File: config.mk
export PLATFORM = sky130hd
export DESIGN_NAME = rtr_pin_router
export DESIGN_NICKNAME = d
export VERILOG_FILES = /design/src/rtl/rtr_pkg.sv /design/src/rtl/rtr_regfile.sv /design/src/rtl/rtr_lookup.sv /design/src/rtl/rtr_pin_router.sv
export SDC_FILE = /design/constraint.sdc
export NUM_CORES = 1
export LEC_CHECK = 0
export BUFFER_PORTS_ARGS = -buffer_cell sky130_fd_sc_hd__buf_2
export CAP_MARGIN = 15
export CORE_MARGIN = 2
export CORE_UTILIZATION = 40
export DETAILED_ROUTE_END_ITERATION = 6
export PLACE_DENSITY_LB_ADDON = 0.08
export SETUP_SLACK_MARGIN = 0.4
export SLEW_MARGIN = 30
export SYNTH_ARGS = -nofsm -noshare
export SYNTH_HDL_FRONTEND = slang
export SYNTH_SLANG_ARGS = --single-unit
File: constraint.sdc
create_clock -name clk -period 12.5 [get_ports clk]
set_clock_uncertainty 0.15 [all_clocks]
set_input_delay 1.25 -clock clk [delete_from_list [all_inputs] [get_ports clk]]
set_output_delay 1.25 -clock clk [all_outputs]
set_load 0.01 [all_outputs]
File: src/rtl/rtr_pkg.sv
// Shared constants and helpers for the pin routing register block.
// Assumes a 32-byte region, seven programmable slots starting at 25,
// and one hard-wired slot inside that range.
package rtr_pkg;
    localparam int PINS         = 4;
    localparam int FIELD_W      = 4;
    localparam int LINE_W       = 3;
    localparam int SLOT_W       = 5;
    localparam int WORD_W       = PINS * FIELD_W;
    localparam int FIRST_PROG   = 25;
    localparam int NUM_PROG     = 7;
    localparam int FIXED_SLOT   = 30;
    localparam int REGION_BYTES = 32;
    localparam int OFS_W        = $clog2(REGION_BYTES);
    localparam int CTRL_OFS     = 16;
    localparam int CTRL_BYTES   = 4;
    localparam int DATA_BYTES   = 4;
    localparam int LEN_W        = $clog2(DATA_BYTES);
    localparam int IDX_W        = $clog2(NUM_PROG);

    // Routing word of the hard-wired slot: pin p drives line p + 4.
    function automatic logic [WORD_W-1:0] fixed_word();
        logic [WORD_W-1:0] w;
        w = '0;
        for (int p = 0; p < PINS; p++) begin
            w[p*FIELD_W +: FIELD_W] = FIELD_W'(p + 4);
        end
        return w;
    endfunction
endpackage

File: src/rtl/rtr_regfile.sv
// Byte-addressed storage for the routing words and the control word.
// Clips every access at the region end, protects the hard-wired slot's
// bytes, returns registered read data and a write notification pulse.
// Assumes a single requester with no back-pressure.
module rtr_regfile
    import rtr_pkg::*;
#(
    parameter int                ADDR_W        = 8,
    parameter logic [WORD_W-1:0] DEFAULT_ROUTE = 16'h3210,
    parameter logic [31:0]       CTRL_DEFAULT  = 32'h0000_0001
) (
    input  logic                       clk,
    input  logic                       rst_n,
    input  logic                       acc_valid,
    input  logic                       acc_write,
    input  logic [ADDR_W-1:0]          acc_addr,
    input  logic [LEN_W-1:0]           acc_len,
    input  logic [DATA_BYTES*8-1:0]    acc_wdata,
    output logic                       rd_valid,
    output logic [DATA_BYTES*8-1:0]    rd_data,
    output logic                       route_chg,
    output logic [NUM_PROG*WORD_W-1:0] slot_words
);
    localparam int FIXED_IDX = FIXED_SLOT - FIRST_PROG;

    // Reset value of one byte of the region.
    function automatic logic [7:0] reset_byte(int idx);
        logic [WORD_W-1:0] w;
        if (idx < 2 * NUM_PROG) begin
            w = (idx / 2 == FIXED_IDX) ? fixed_word() : DEFAULT_ROUTE;
            return w[(idx % 2)*8 +: 8];
        end
        if (idx >= CTRL_OFS && idx < CTRL_OFS + CTRL_BYTES) begin
            return CTRL_DEFAULT[(idx - CTRL_OFS)*8 +: 8];
        end
        return 8'h00;
    endfunction

    // True for the bytes that software cannot change.
    function automatic logic byte_ro(int idx);
        return (idx < 2 * NUM_PROG) && (idx / 2 == FIXED_IDX);
    endfunction

    logic [7:0]       mem [REGION_BYTES];
    logic [OFS_W-1:0] base;
    logic [OFS_W:0]   room, want, eff;
    logic             lane_on  [DATA_BYTES];
    logic [OFS_W-1:0] lane_ofs [DATA_BYTES];
    logic             wr_hit   [REGION_BYTES];
    logic [7:0]       wr_byte  [REGION_BYTES];
    logic [DATA_BYTES*8-1:0] rd_next;
    logic             do_wr, do_rd;

    assign do_wr = acc_valid &&  acc_write;
    assign do_rd = acc_valid && !acc_write;
    assign base  = acc_addr[OFS_W-1:0];

    // Clip the requested length to the bytes left before the region end.
    always_comb begin
        room = (OFS_W+1)'(REGION_BYTES) - {1'b0, base};
        want = (OFS_W+1)'(acc_len) + (OFS_W+1)'(1);
        eff  = (want > room) ? room : want;
        for (int k = 0; k < DATA_BYTES; k++) begin
            lane_on[k]  = (OFS_W+1)'(k) < eff;
            lane_ofs[k] = base + OFS_W'(k);
        end
    end

    // Steer write lanes onto region bytes.
    always_comb begin
        for (int b = 0; b < REGION_BYTES; b++) begin
            wr_hit[b]  = 1'b0;
            wr_byte[b] = 8'h00;
            for (int k = 0; k < DATA_BYTES; k++) begin
                if (do_wr && lane_on[k] && lane_ofs[k] == OFS_W'(b)) begin
                    wr_hit[b]  = 1'b1;
                    wr_byte[b] = acc_wdata[k*8 +: 8];
                end
            end
        end
    end

    // Region storage: reload defaults on reset, accept unprotected writes.
    always_ff @(posedge clk) begin
        if (!rst_n) begin
            for (int b = 0; b < REGION_BYTES; b++) begin
                mem[b] <= reset_byte(b);
            end
        end else begin
            for (int b = 0; b < REGION_BYTES; b++) begin
                if (wr_hit[b] && !byte_ro(b)) begin
                    mem[b] <= wr_byte[b];
                end
            end
        end
    end

    // Gather read lanes, zero where the clipped access does not reach.
    always_comb begin
        for (int k = 0; k < DATA_BYTES; k++) begin
            rd_next[k*8 +: 8] = lane_on[k] ? mem[lane_ofs[k]] : 8'h00;
        end
    end

    // Register the read response and the write notification.
    always_ff @(posedge clk) begin
        if (!rst_n) begin
            rd_valid  <= 1'b0;
            rd_data   <= '0;
            route_chg <= 1'b0;
        end else begin
            rd_valid  <= do_rd;
            route_chg <= do_wr;
            if (do_rd) begin
                rd_data <= rd_next;
            end
        end
    end

    for (genvar i = 0; i < NUM_PROG; i++) begin : g_word
        assign slot_words[i*WORD_W +: WORD_W] = {mem[2*i+1], mem[2*i]};
    end
endmodule

File: src/rtl/rtr_lookup.sv
// Combinational slot/pin to shared-line lookup.
// Assumes slot_words carries the live programmable routing words;
// the hard-wired slot and slots below the programmable range are fixed.
module rtr_lookup
    import rtr_pkg::*;
(
    input  logic [NUM_PROG*WORD_W-1:0] slot_words,
    input  logic [SLOT_W-1:0]          lk_slot,
    input  logic [1:0]                 lk_pin,
    output logic [LINE_W-1:0]          lk_line
);
    logic [LINE_W-1:0] prog_line [NUM_PROG];
    logic [SLOT_W-1:0] rel;
    logic              in_prog;

    for (genvar i = 0; i < NUM_PROG; i++) begin : g_field
        assign prog_line[i] = slot_words[i*WORD_W + 32'(lk_pin)*FIELD_W +: LINE_W];
    end

    assign rel     = lk_slot - SLOT_W'(FIRST_PROG);
    assign in_prog = (lk_slot >= SLOT_W'(FIRST_PROG)) &&
                     (32'(lk_slot) < FIRST_PROG + NUM_PROG);

    // Pick fixed, programmed or rotating default route.
    always_comb begin
        if (lk_slot == SLOT_W'(FIXED_SLOT)) begin
            lk_line = {1'b1, lk_pin};
        end else if (in_prog) begin
            lk_line = prog_line[rel[IDX_W-1:0]];
        end else begin
            lk_line = {1'b1, lk_slot[1:0] + lk_pin};
        end
    end
endmodule

File: src/rtl/rtr_pin_router.sv
// Top of the device interrupt pin routing registers: a register file
// plus a combinational lookup. Assumes one register requester.
module rtr_pin_router
    import rtr_pkg::*;
#(
    parameter int                ADDR_W        = 8,
    parameter logic [WORD_W-1:0] DEFAULT_ROUTE = 16'h3210,
    parameter logic [31:0]       CTRL_DEFAULT  = 32'h0000_0001
) (
    input  logic                    clk,
    input  logic                    rst_n,
    input  logic                    acc_valid,
    input  logic                    acc_write,
    input  logic [ADDR_W-1:0]       acc_addr,
    input  logic [LEN_W-1:0]        acc_len,
    input  logic [DATA_BYTES*8-1:0] acc_wdata,
    output logic                    rd_valid,
    output logic [DATA_BYTES*8-1:0] rd_data,
    output logic                    route_chg,
    input  logic [SLOT_W-1:0]       lk_slot,
    input  logic [1:0]              lk_pin,
    output logic [LINE_W-1:0]       lk_line
);
    logic [NUM_PROG*WORD_W-1:0] slot_words;

    rtr_regfile #(
        .ADDR_W(ADDR_W), .DEFAULT_ROUTE(DEFAULT_ROUTE), .CTRL_DEFAULT(CTRL_DEFAULT)
    ) i_regs (
        .clk(clk), .rst_n(rst_n), .acc_valid(acc_valid), .acc_write(acc_write),
        .acc_addr(acc_addr), .acc_len(acc_len), .acc_wdata(acc_wdata),
        .rd_valid(rd_valid), .rd_data(rd_data), .route_chg(route_chg),
        .slot_words(slot_words)
    );

    rtr_lookup i_lookup (
        .slot_words(slot_words), .lk_slot(lk_slot), .lk_pin(lk_pin), .lk_line(lk_line)
    );
endmodule

### After elaboration in Yosys (flattened, before gate mapping)

Memory sizes are Yosys's and may differ from the RTL's. A register that Yosys moved wholly into a read port is not among the register bits.
Index checks and enable logic that the tools add are counted.

* eq/ne operators: 117
* $lt $le $gt $ge: 7
* $mul: 0
* bitwise logic cells: 31
* muxes and demuxes: 383
* reductions and logical operators: 132
* $add $sub $neg: 13
* div/mod/pow operators: 0
* shift-type cells: 7

Operators by type and width (number)
* $mux 8: 160
* $shiftx 112x33->3: 6
* $eq 5x5->1 const B: 65
* $mux 1: 213
* $logic_and 1x1->1: 126
* $eq 5x4->1 const B: 24
* $shiftx 112x5->3: 1
* $eq 5x3->1 const B: 16
* $eq 5x2->1 const B: 8
* $or 1x1->1: 30
* $add 7x4->8 const A: 3
* $eq 5x1->1 const B: 4
* $logic_not 5->1: 4
* $add 6x4->7 const A: 2
* $mux 7: 2
* $lt 1x6->1 const A: 2
* $lt 2x6->1 const A: 2
* $mux 3: 4
* $mux 6: 2
* $add 5x2->5 const B: 2
* $bmux 3 s3: 1
* $add 5x4->6 const A: 1
* $gt 6x6->1: 1
* $sub 6x5->6 const A: 1
* 9 further kinds: 10

* bits in latches: 0
* bits in read-only memories: 0
* memories: 1
* bits in writable memories: 256
* output and inout bits: 37
* register bits: 34

Memory list
* i_regs.mem: depth 32, width 8, rd ports 18, clocked after memory_dff 1, write ports 32, RTL line rtr_regfile.sv:44 `logic [7:0] mem [REGION_BYTES];`

### Logic depth before layout (Yosys ltp)

* depth in word-level cells: 14
* depth in mapped cells: 22
* gate-level depth less buffers: 13

### Modules after synthesis

Synthesis repeated with hierarchy kept, for this count alone.

* cells, all modules: 2808
* area, all modules: 27096.0 sq um

By module, submodules not included
* rtr_regfile: area an instance 26181.4 sq um, times used 1, sequential area each 7887.6 sq um, cells an instance 2715
* rtr_lookup: area an instance 914.6 sq um, times used 1, sequential area each 0.0 sq um, cells an instance 93

### Worst setup path before layout

No wires, ideal clock.

* path type: input to register
* from: input acc_addr[1]
* to: memory i_regs.mem[20][0] (enable)
* stages: 18
* data required time: 11.966 ns
* arrival: 6.304 ns
* library setup time: 0.384 ns
* setup slack: 5.662 ns
* buffers on the path: 7
* path through: buf_2 -> buf_1 -> clkinv_1 -> clkbuf_1 -> ha_1 -> xnor2_1 -> inv_1 -> clkbuf_1 -> clkbuf_1 -> ha_1 -> nor4b_4 -> a31oi_2 -> a211oi_4 -> mux2i_1 -> buf_2 -> nand4_1 -> buf_2 -> o21ai_0

RTL lines
* start: declaration: RTL line rtr_pin_router.sv:14 `input logic [ADDR_W-1:0] acc_addr,`
* end: declaration: RTL line rtr_regfile.sv:44

==> summary.md <==
| Metric | Value |
|---|---|
| Syn Area/Cell | 9.25 um^2 |
| Worst-path clk slew | ~0.060 ns |
| Setup TNS | 0 ns |
| Part of the power in registers | 0.376 |
| Syn Std Cell Area | 26300 um^2 |
| Final core occ | 0.438 |
| Yosys warns | 0 |
| CP cell instances | buf_8 -> inv_2 -> buf_4 -> ha_1 -> xnor2_2 -> inv_1 -> ha_1 -> nor4b_4 -> a31oi_2 -> a211oi_4 -> mux2i_2 -> and4_1 -> and3_1 -> a221oi_1 -> a311oi_1 |
| Most common library cells after synthesis | 323 x nand2_1, 240 x edfxtp_1, 221 x clkbuf_1 |
| Cell row count | between 90 and 100 |
| Starting DRT DRC Count | between 5000 and 6000 |
| Most frequent CP cell | ha_1 |
| Synth unique cells | 87 |
| Clock power share | 0.358 |
| Post-route insts no fill | 3642 |
| Area share of the largest cell type after synthesis | 0.274 |
| Crit path to | i_regs.mem[20][3] |
| Largest cells by area after synthesis | edfxtp_1 27%, mux4_2 17%, nand2_1 4.6% |
| Comb pwr share | 0.266 |
| Internal | 2.01 mW |
| Remaining DRCs | 10 |
| FF-to-FF Start | i_regs.mem[25][2] |
| RSZ-0062 raised after global routing | no |
| Hpwl dp | roughly 100000 um |
| Starting Density | 0.402 |
| Synth Instances | 2845 |
| Skew-Pair Late Insertion Delay | about 0.58 ns |
| Pre-antenna DRT Iters | 7 |
| Die Width | roughly 260 um |
| Post-synth EDFFs | 240 |
| Slew @ Worst Pin | 1.10 ns |
| Tmin final | 7.02 ns |
| Asr flop ratio synth | 0 |
| Final instance area | approximately 29000 um^2 |
| # IOs | 90 |
| Cell taking the most area after synthesis | edfxtp_1 |
| Fmax | between 100 and 150 MHz |
| Core Box Area | roughly 65000 um^2 |
| Hold Fails Final Rpt | 0 |
| Chip height | between 200 and 300 um |
| Routed WL | about 150000 um |
| Final Setup Violations | 0 |
| Sw Ratio | 0.357 |
| Fin crit share | 0.561 |
| Main synth FF type | edfxtp_1 |
| First-pass GRT wire length | 199000 um |
| Slowest CP cell | and4_1 |
| Post-DP Area | approximately 27000 um^2 |
| Resized cells post-CTS | 0 |
| CP Launch Type | primary input |
| Vias | about 28000 |
| Peak supply drop | 0.0000825 V |
| Placed Cells | roughly 3600 |
| P_leak | 8.84 nW |
| Nets@finish | between 2000 and 3000 |
| Outcome | finished with violations |
| Share of layout cells above drive strength 1 | 0.200 |
| Final hold slack | just under 0.3 ns |
| Max incr delay on CP | about 0.74 ns |
| Slew margin rel. | 0.261 |
| Area Overhead vs Synth | 8.85% |
| Place WS | a little over 5 ns |
| Htree depth | 2 |
| Worst hold path type | reg -> reg |
| RR Endpoint | i_regs.rd_data[10] |
| TritonCTS buffer count | 37 |
| Setup bufs post-CTS | 0 |
| Mapped Nets | between 2000 and 3000 |
| Die area | a little under 70000 um^2 |
| GRT Total Usage | 0.421 |
| Gpl congestion | 1.00 |
| Crit path capture type | flop |
| CP arrival | 7.14 ns |
| Clk sinks | 274 |
| CTS tree | yes |
| Post-synthesis register bit count | 274 |
| Max cap viols | 0 |
| Routed WL per cell | 40.2 um |
| FF-to-FF path depth | 7 |
| Initial antenna violation count | 7 |
| Setup CP Type | in -> reg |
| Clock Path Buffers | 3 |
| Net Sw Power | roughly 1.1 mW |
| Design Power | about 3.1 mW |
| Post-route ant nets | 0 |
| Gr ovfl total | 0 |
| Final worst slack | around 5.5 ns |
| Number of I/O port buffers | 86 |
| Most numerous cell in the Yosys netlist | nand2_1 |
| Critical path required time | roughly 13 ns |
| Worst setup startpoint | acc_addr[0] |
| Max Slew Vio Count | 0 |
| Drt via density | approximately 7.7 |
| Failing checks | design-rule violations |
| Sequential element share of the synthesized area | 0.300 |
| Number of global-route vias before repair | roughly 25000 |
| Reg2Reg Setup Slack | around 9.9 ns |
| Largest net degree at the start of global routing | 82 |
| Worst-path fanout max | 81 |
| Cts hold-fix bufs | 0 |
| PwrDens | about 110 nW/um^2 |
| Root Buffer | clkbuf_16 |
==> power by group through the flow <==
| stage | clock (mW) | combinational (mW) | sequential, mW |
|---|---|---|---|
| after floorplan | 0 | 0.514 | 1.10 |
| after CTS | 1.12 | 0.796 | 1.16 |
| final | 1.12 | 0.832 | 1.17 |
| after global placement | 0 | 0.787 | 1.17 |
| after global routing | 1.15 | 0.847 | 1.17 |
| after detailed placement | 0 | 0.795 | 1.18 |
==> state kept, by name, summed over array words and instances (netlist names) <==
register / cells
i_regs.mem: 240
i_regs.rd_data: 32
i_regs.rd_valid: 1
i_regs.route_chg: 1
==> critical path, delay by kind of cell <==
family / cells / cell delay, ns
compound gates: 4 / 1.55
xor+xnor: 1 / 0.18
fa+ha+maj: 2 / 0.89
buf+inv: 4 / 0.93
mux: 1 / 0.73
simple gates: 3 / 1.45
==> worst min-delay path by stage <==
| stage | from | to | slack (ns) | cells past startpoint |
|---|---|---|---|---|
| floorplan | i_regs.rd_data[23] | i_regs.rd_data[23] | 0.32 | 2 |
| global placement | i_regs.rd_data[9] | i_regs.rd_data[9] | 0.28 | 2 |
| detailed placement | i_regs.rd_data[23] | i_regs.rd_data[23] | 0.28 | 2 |
| CTS | i_regs.rd_data[23] | i_regs.rd_data[23] | 0.29 | 2 |
| global route | i_regs.rd_data[9] | i_regs.rd_data[9] | 0.33 | 2 |
| finish | i_regs.rd_data[23] | i_regs.rd_data[23] | 0.29 | 2 |
==> logic make-up after synthesis <==
logic type                 after synthesis  synth area share
AOI/OAI and AO/OA                      945             0.247
and+or+nand+nor                        942             0.172
buffers and inverters                  334            0.0530
muxes                                  314             0.213
DFF                                    274             0.300
adders and majority gates               20           0.00951
xor gates and xnor gates                16           0.00561
==> cells in the final DEF (no fill, tap or decap), drive strengths merged, types with 19 or more instances in the layout <==
| cell type | n |
|---|---|
| nand2 | 326 |
| edfxtp | 240 |
| nand3 | 217 |
| mux4 | 193 |
| a21oi | 187 |
| o21ai | 183 |
| nor2 | 183 |
| buf | 174 |
| o211ai | 134 |
| mux2i | 88 |
| nor3 | 79 |
| a31oi | 68 |
| a221oi | 65 |
| a311oi | 54 |
| a211oi | 49 |
| clkbuf | 48 |
| a22oi | 44 |
| dfxtp | 34 |
| mux2 | 33 |
| nand4 | 29 |
| o22ai | 27 |
| inv | 26 |
| and2 | 24 |
| a32oi | 23 |
| o221ai | 22 |
| ha | 20 |
| and3 | 19 |
==> area by class of cell <==
| class | instances | area [um^2] |
|---|---|---|
| diodes | 1 | 2.50 |
| clock buffers | 48 | 1030 |
| clock inverters | 18 | 201 |
| fillers | 6379 | 36700 |
| inverters | 26 | 97.6 |
| multi-input cells | 2237 | 17200 |
| flip-flops and latches | 274 | 7890 |
| well taps | 864 | 1080 |
| repair buffers | 174 | 1110 |
==> per-layer routing <==
layer  vias to the layer above  track usage  wire length (um)
li1                      11200            -                 -
met4                         6        0.158              7020
met1                     13900        0.577             55100
met2                      2642        0.588             58700
met5                         -            0                41
met3                       424        0.175             25300
Power figures use the tool's default switching activity.
